File: src/rtl/cdt_pkg.sv
package cdt_pkg;

  localparam int unsigned CDT_WORD_W = 64;

  typedef logic [CDT_WORD_W-1:0] cdt_word_t;

  // Field positions inside the configuration word
  localparam int unsigned CDT_EN_BIT  = 0;
  localparam int unsigned CDT_REP_BIT = 1;

  // What the countdown register does on the next edge
  typedef enum logic [2:0] {
    CD_HOLD   = 3'd0,
    CD_LOAD   = 3'd1,
    CD_RELOAD = 3'd2,
    CD_STOP   = 3'd3,
    CD_DEC    = 3'd4
  } cd_act_e;

endpackage

File: src/rtl/cdt_tick_gen.sv
module cdt_tick_gen #(
  parameter int unsigned TICK_DIV = 1
) (
  input  logic clk,
  input  logic rst_n,
  output logic tick_o
);

  localparam int unsigned DIV_W = (TICK_DIV > 1) ? $clog2(TICK_DIV) : 1;
  localparam logic [DIV_W-1:0] LAST = DIV_W'(TICK_DIV - 1);

  logic [DIV_W-1:0] div_q, div_d;
  logic             last;

  assign last   = (div_q == LAST);
  assign tick_o = last;

  always_comb begin
    div_d = last ? '0 : div_q + DIV_W'(1);
  end

  always_ff @(posedge clk or negedge rst_n) begin
    if (!rst_n) div_q <= '0;
    else        div_q <= div_d;
  end

  AST_TICK_SPACING: assert property (@(posedge clk) disable iff (!rst_n)
    (tick_o && (TICK_DIV > 1)) |=> !tick_o);

endmodule

File: src/rtl/cdt_stamp_ctr.sv
module cdt_stamp_ctr #(
  parameter int unsigned STAMP_W = 64
) (
  input  logic               clk,
  input  logic               rst_n,
  input  logic               tick_i,
  output logic [STAMP_W-1:0] stamp_o
);

  logic [STAMP_W-1:0] stamp_q, stamp_d;

  always_comb begin
    stamp_d = stamp_q + STAMP_W'(1);
  end

  always_ff @(posedge clk or negedge rst_n) begin
    if (!rst_n)      stamp_q <= '0;
    else if (tick_i) stamp_q <= stamp_d;
  end

  assign stamp_o = stamp_q;

  AST_STAMP_STEP: assert property (@(posedge clk) disable iff (!rst_n)
    tick_i |=> (stamp_o == $past(stamp_o) + STAMP_W'(1)));

  AST_STAMP_IDLE: assert property (@(posedge clk) disable iff (!rst_n)
    !tick_i |=> $stable(stamp_o));

endmodule

File: src/rtl/cdt_countdown.sv
module cdt_countdown
  import cdt_pkg::*;
#(
  parameter int unsigned CNT_W = 48
) (
  input  logic      clk,
  input  logic      rst_n,
  input  logic      tick_i,
  input  logic      wr_i,
  input  cdt_word_t wdata_i,
  output cdt_word_t cfg_o,
  output cdt_word_t rem_o,
  output logic      expire_o
);

  localparam int unsigned PAD_W = CDT_WORD_W - CNT_W;

  cdt_word_t        cfg_q, cfg_d;
  logic [CNT_W-1:0] rem_q, rem_d;
  logic [CNT_W-1:0] load_val, reload_val;
  logic             running, at_end;
  cd_act_e          act;

  assign running    = cfg_q[CDT_EN_BIT];
  assign at_end     = (rem_q[CNT_W-1:1] == '0);
  assign load_val   = {wdata_i[CNT_W-1:2], 2'b00};
  assign reload_val = {cfg_q[CNT_W-1:2], 2'b00};
  assign expire_o   = running & tick_i & at_end;

  // Action select: a write beats expiry, expiry beats plain decrement
  always_comb begin
    if (wr_i)                  act = CD_LOAD;
    else if (expire_o)         act = cfg_q[CDT_REP_BIT] ? CD_RELOAD : CD_STOP;
    else if (running & tick_i) act = CD_DEC;
    else                       act = CD_HOLD;
  end

  always_comb begin
    cfg_d = cfg_q;
    rem_d = rem_q;
    unique case (act)
      CD_LOAD: begin
        cfg_d = wdata_i;
        rem_d = load_val;
      end
      CD_RELOAD: rem_d = reload_val;
      CD_STOP: begin
        cfg_d[CDT_EN_BIT] = 1'b0;
        rem_d             = '0;
      end
      CD_DEC:  rem_d = rem_q - CNT_W'(1);
      default: ;
    endcase
  end

  always_ff @(posedge clk or negedge rst_n) begin
    if (!rst_n) begin
      cfg_q <= '0;
      rem_q <= '0;
    end else begin
      cfg_q <= cfg_d;
      rem_q <= rem_d;
    end
  end

  assign cfg_o = cfg_q;
  assign rem_o = {{PAD_W{1'b0}}, rem_q};

  AST_STOPPED_FROZEN: assert property (@(posedge clk) disable iff (!rst_n)
    (!cfg_q[CDT_EN_BIT] && !wr_i) |=> $stable(rem_q));

  AST_NO_EXPIRE_STOPPED: assert property (@(posedge clk) disable iff (!rst_n)
    !cfg_q[CDT_EN_BIT] |-> !expire_o);

  AST_DEC_BY_ONE: assert property (@(posedge clk) disable iff (!rst_n)
    (running && tick_i && !at_end && !wr_i) |=> (rem_q == $past(rem_q) - CNT_W'(1)));

  AST_ONESHOT_CLEAR: assert property (@(posedge clk) disable iff (!rst_n)
    (expire_o && !cfg_q[CDT_REP_BIT] && !wr_i) |=>
      (!cfg_q[CDT_EN_BIT] && (rem_q == '0) && (cfg_q[CDT_WORD_W-1:1] == $past(cfg_q[CDT_WORD_W-1:1]))));

  AST_REPEAT_RELOAD: assert property (@(posedge clk) disable iff (!rst_n)
    (expire_o && cfg_q[CDT_REP_BIT] && !wr_i) |=>
      (cfg_q[CDT_EN_BIT] && (rem_q == {$past(cfg_q[CNT_W-1:2]), 2'b00})));

  AST_LOAD_MASKED: assert property (@(posedge clk) disable iff (!rst_n)
    wr_i |=> (rem_q[1:0] == 2'b00));

endmodule

File: src/rtl/cdt_irq_latch.sv
module cdt_irq_latch (
  input  logic clk,
  input  logic rst_n,
  input  logic expire_i,
  input  logic ack_i,
  output logic irq_o
);

  logic irq_q, irq_d;

  always_comb begin
    irq_d = irq_q;
    if (ack_i)    irq_d = 1'b0;
    if (expire_i) irq_d = 1'b1;
  end

  always_ff @(posedge clk or negedge rst_n) begin
    if (!rst_n) irq_q <= 1'b0;
    else        irq_q <= irq_d;
  end

  assign irq_o = irq_q;

  AST_IRQ_RAISE: assert property (@(posedge clk) disable iff (!rst_n)
    expire_i |=> irq_o);

  AST_IRQ_STICKY: assert property (@(posedge clk) disable iff (!rst_n)
    (irq_o && !ack_i) |=> irq_o);

  AST_IRQ_CLEAR: assert property (@(posedge clk) disable iff (!rst_n)
    (ack_i && !expire_i) |=> !irq_o);

endmodule

File: src/rtl/cpu_cntdown_timer.sv
module cpu_cntdown_timer
  import cdt_pkg::*;
#(
  parameter int unsigned TICK_DIV = 1,
  parameter int unsigned CNT_W    = 48
) (
  input  logic        clk,
  input  logic        rst_n,
  input  logic        cfg_wr,
  input  logic [63:0] cfg_wdata,
  input  logic        irq_ack,
  output logic [63:0] cfg_rdata,
  output logic [63:0] remain_ticks,
  output logic [63:0] stamp_cnt,
  output logic        timer_irq
);

  logic tick;
  logic expire;

  cdt_tick_gen #(.TICK_DIV(TICK_DIV)) u_tick (
    .clk    (clk),
    .rst_n  (rst_n),
    .tick_o (tick)
  );

  cdt_stamp_ctr #(.STAMP_W(CDT_WORD_W)) u_stamp (
    .clk     (clk),
    .rst_n   (rst_n),
    .tick_i  (tick),
    .stamp_o (stamp_cnt)
  );

  cdt_countdown #(.CNT_W(CNT_W)) u_cd (
    .clk      (clk),
    .rst_n    (rst_n),
    .tick_i   (tick),
    .wr_i     (cfg_wr),
    .wdata_i  (cfg_wdata),
    .cfg_o    (cfg_rdata),
    .rem_o    (remain_ticks),
    .expire_o (expire)
  );

  cdt_irq_latch u_irq (
    .clk      (clk),
    .rst_n    (rst_n),
    .expire_i (expire),
    .ack_i    (irq_ack),
    .irq_o    (timer_irq)
  );

  AST_WRITE_VISIBLE: assert property (@(posedge clk) disable iff (!rst_n)
    cfg_wr |=> (cfg_rdata == $past(cfg_wdata)));

  AST_WRITE_ON_EXPIRY: assert property (@(posedge clk) disable iff (!rst_n)
    (cfg_wr && expire) |=> (timer_irq && (cfg_rdata == $past(cfg_wdata))));

endmodule

File: config.mk
export PLATFORM = sky130hd
export DESIGN_NAME = cpu_cntdown_timer
export DESIGN_NICKNAME = d
export VERILOG_FILES = /design/src/rtl/cdt_pkg.sv /design/src/rtl/cdt_tick_gen.sv /design/src/rtl/cdt_stamp_ctr.sv /design/src/rtl/cdt_countdown.sv /design/src/rtl/cdt_irq_latch.sv /design/src/rtl/cpu_cntdown_timer.sv
export SDC_FILE = /design/constraint.sdc
export NUM_CORES = 1
export LEC_CHECK = 0
export ABC_AREA = 0
export BUFFER_PORTS_ARGS = -buffer_cell sky130_fd_sc_hd__buf_2
export CAP_MARGIN = 20
export CORE_MARGIN = 1
export CORE_UTILIZATION = 40
export DETAILED_ROUTE_END_ITERATION = 8
export PLACE_DENSITY = 0.64
export REMOVE_ABC_BUFFERS = 1
export SLEW_MARGIN = 40
export SYNTH_ARGS = -nofsm -noshare
export SYNTH_HDL_FRONTEND = slang
export SYNTH_HIERARCHICAL = 1
export SYNTH_SLANG_ARGS = --single-unit
File: constraint.sdc
create_clock -name clk -period 3.2 [get_ports clk]
set_input_delay 0.32 -clock clk [delete_from_list [all_inputs] [get_ports clk]]
set_output_delay 0.32 -clock clk [all_outputs]
set_load 0.02 [all_outputs]
==> reports/metrics.yaml <==
setup_tns_ns: 0
drt_iter0_drc: 519
grt_pass1_vias: 6678
clockRootBuffer: "clkbuf_16"
cts_num_sinks: 177
register_area_mm2: 0.00443
chipHeight_um: 150
area_delta_synth_final_pct: 23.9
hold_viol: 0
outcome: "finished, final reports clean"
detail-route-antenna-nets: 0
grt_pass1_wl_um: 37300
multi_input_area_mm2: 0.00401
syn-cell-area_mm2: 0.00871
path_delay_family: "simple AND/OR/NAND/NOR gates"
place.gp.congestion: 0.836
ys_seq_elements: 177
cts-htree-levels: 4
vdd_ir_drop_max_mv: 0.376
grt_max_degree: 91
worst_setup_path_end_kind: "flip-flop"
cts.reportedPaths.clkPinSlew_ns: 0.07
finClkSkew_ns: 0.0133
port_buffers: 244
wirelength_um: 23500
grtUsageTotal: 0.215
die_x_um: 150
period_needed_ns: 2.71
tightest_slew_ns: 0.694
dieArea_mm2: 0.0224
num_rows: 53
leakage_nw: 5.00
hold_ws_ns: 0.0825
synth_commonest_cells: "dfrtp_1, mux2_2, nand2_1"
routed-via-count: 7067
clk_latency_ns: 0.44
post-route-period-util: 0.846
postCtsSetupBuffers: 0
nets: 1088
io_pins: 261
crit_path_max_fanout: 29
timing.fmax_mhz: 369
routedWlPerCell_um: 18.0
avgSynthCellArea_um2: 11.3
start_kind: "flip-flop"
yosys_warnings: 6
ys_seq_area_frac: 0.509
vias_per_cell: 5.39
fillers: 1948
dr.pass1.iters: 9
crit_type: "flip-flop to flip-flop"
cts_buffers: 17
antenna_found_initial: 3
crit_slowest_cell: "or4_4"
worstPathArrival_ns: 3.06
synth.top_cell.area_share: 0.509
yosysMostFrequentCell: "dfrtp_1"
core-area_mm2: 0.0212
required_ns: 3.56
cts_hold_buf: 1
hp-class: "input port to flip-flop"
start_util: 0.412
postCtsResizedCells: 0
p_per_area_mw_per_mm2: 537
yosysTopAreaCell: "dfrtp_1"
drc_errors: 0
path_cells: "nor4_4 -> nand4_4 -> or4_4 -> nor3_4 -> buf_4 -> a222oi_1 -> o21ai_1"
synth_edf_count: 0
cpPeakStageDelay_ns: 0.60
synth_area_leaders: "dfrtp_1, mux2_2, xnor2_1, xor2_1, a222oi_1"
rsz0062_at_grt: "no"
cap_viol_max_count: 0
hpwl_um: 17000
worstPathBufferInverterCount: 1
max-clock-path-buffers: 2
maxSlewHeadroom: 0.536
synthArstFlopShare: 1.00
drive_above_1_share: 0.371
cts_tree: "done"
ys.flop_type: "dfrtp_1"
setup_viol: 0
syn_inst: 772
slew_violations: 0
yosysUniqueCellTypes: 55
gr-total-overflow: 0
tightest hold or removal path, cell delays in order:
cell	delay (ns)
buf_2	0.07
nand2_1	0.04
nand2_1	0.04
logic make-up after synthesis:
family,synth area share
and+or+nand+nor,0.178
DFF,0.509
xor gates and xnor gates,0.106
AOI/OAI and AO/OA,0.0845
muxes,0.0813
buffers and inverters,0.0378
adders and majority gates,0.00287
other,0.000862
cells in the final DEF, fill, tap and decap left out, types with 14 or more instances in the layout:
| cell type | count |
|---|---|
| clkbuf_16 | 17 |
| inv_1 | 18 |
| mux2_2 | 62 |
| dfrtp_1 | 177 |
| conb_1 | 17 |
| xnor2_1 | 55 |
| nor4_1 | 14 |
| nor3_1 | 32 |
| nand4_1 | 20 |
| o21ai_1 | 38 |
| xor2_1 | 50 |
| nand2_1 | 56 |
| a222oi_1 | 37 |
| nor2_1 | 46 |
| buf_2 | 242 |
| nand3_1 | 30 |
path summary, 6_finish.rpt:
check | cells past startpoint | startpoint | slack, ns | to
worst max-delay path | 7 | u_cd/rem_q[27] | 0.49 | u_cd/rem_q[8]
worst min-delay path | 3 | cfg_wdata[0] | 0.08 | u_cd/cfg_o[0]
worst max register to register | 7 | u_cd/rem_q[27] | 0.49 | u_cd/rem_q[8]
worst min register to register | 1 | u_stamp/stamp_o[63] | 0.46 | u_stamp/stamp_o[63]
max in group asynchronous | 3 | rst_n | 1.91 | u_cd/rem_q[41]
min in group asynchronous | 2 | rst_n | 0.45 | u_cd/cfg_o[48]
per-layer routing:
metal / wire length [um] / GRT usage
met4: 476 / 0.0852
met5: 0 / 0
met3: 1520 / 0.0500
met1: 10500 / 0.294
met2: 11000 / 0.328
sequential cells by signal, indices dropped and copies added (netlist names):
register and count:
u_irq/irq_o 1, u_cd/cfg_o 64, u_cd/rem_q 48, u_stamp/stamp_o 64
stage by stage:
stage               instances  cell area, um2   util  power [mW]  worst slack, ns
CTS                      1306           10800  0.510        5.84            0.523
detailed placement       1273           10200  0.482        3.78            0.582
global placement         1273           10200  0.482        3.76            0.631
global route             1309           10800  0.510        6.06            0.357
finish                   1310           10800  0.510        5.79            0.492
floorplan                 744            8510      -        3.30            0.308
power breakdown:
group	switching, mW	leakage (nW)	total (mW)	internal, mW
Sequential	0.257	2.20	2.69	2.43
Combinational	0.641	2.52	1.05	0.407
Clock	1.00	0.280	2.06	1.06
Total	1.90	5.00	5.79	3.89
area by class of cell:
| type | count | share of cell area |
|---|---|---|
| flip-flops and latches | 177 | 0.410 |
| clock inverters | 14 | 0.0130 |
| repair buffers | 255 | 0.124 |
| inverters | 19 | 0.00661 |
| well taps | 275 | 0.0319 |
| clock buffers | 18 | 0.0407 |
| multi-input cells | 548 | 0.372 |
| diodes | 4 | 0.000928 |
Power figures use the tool's default switching activity.
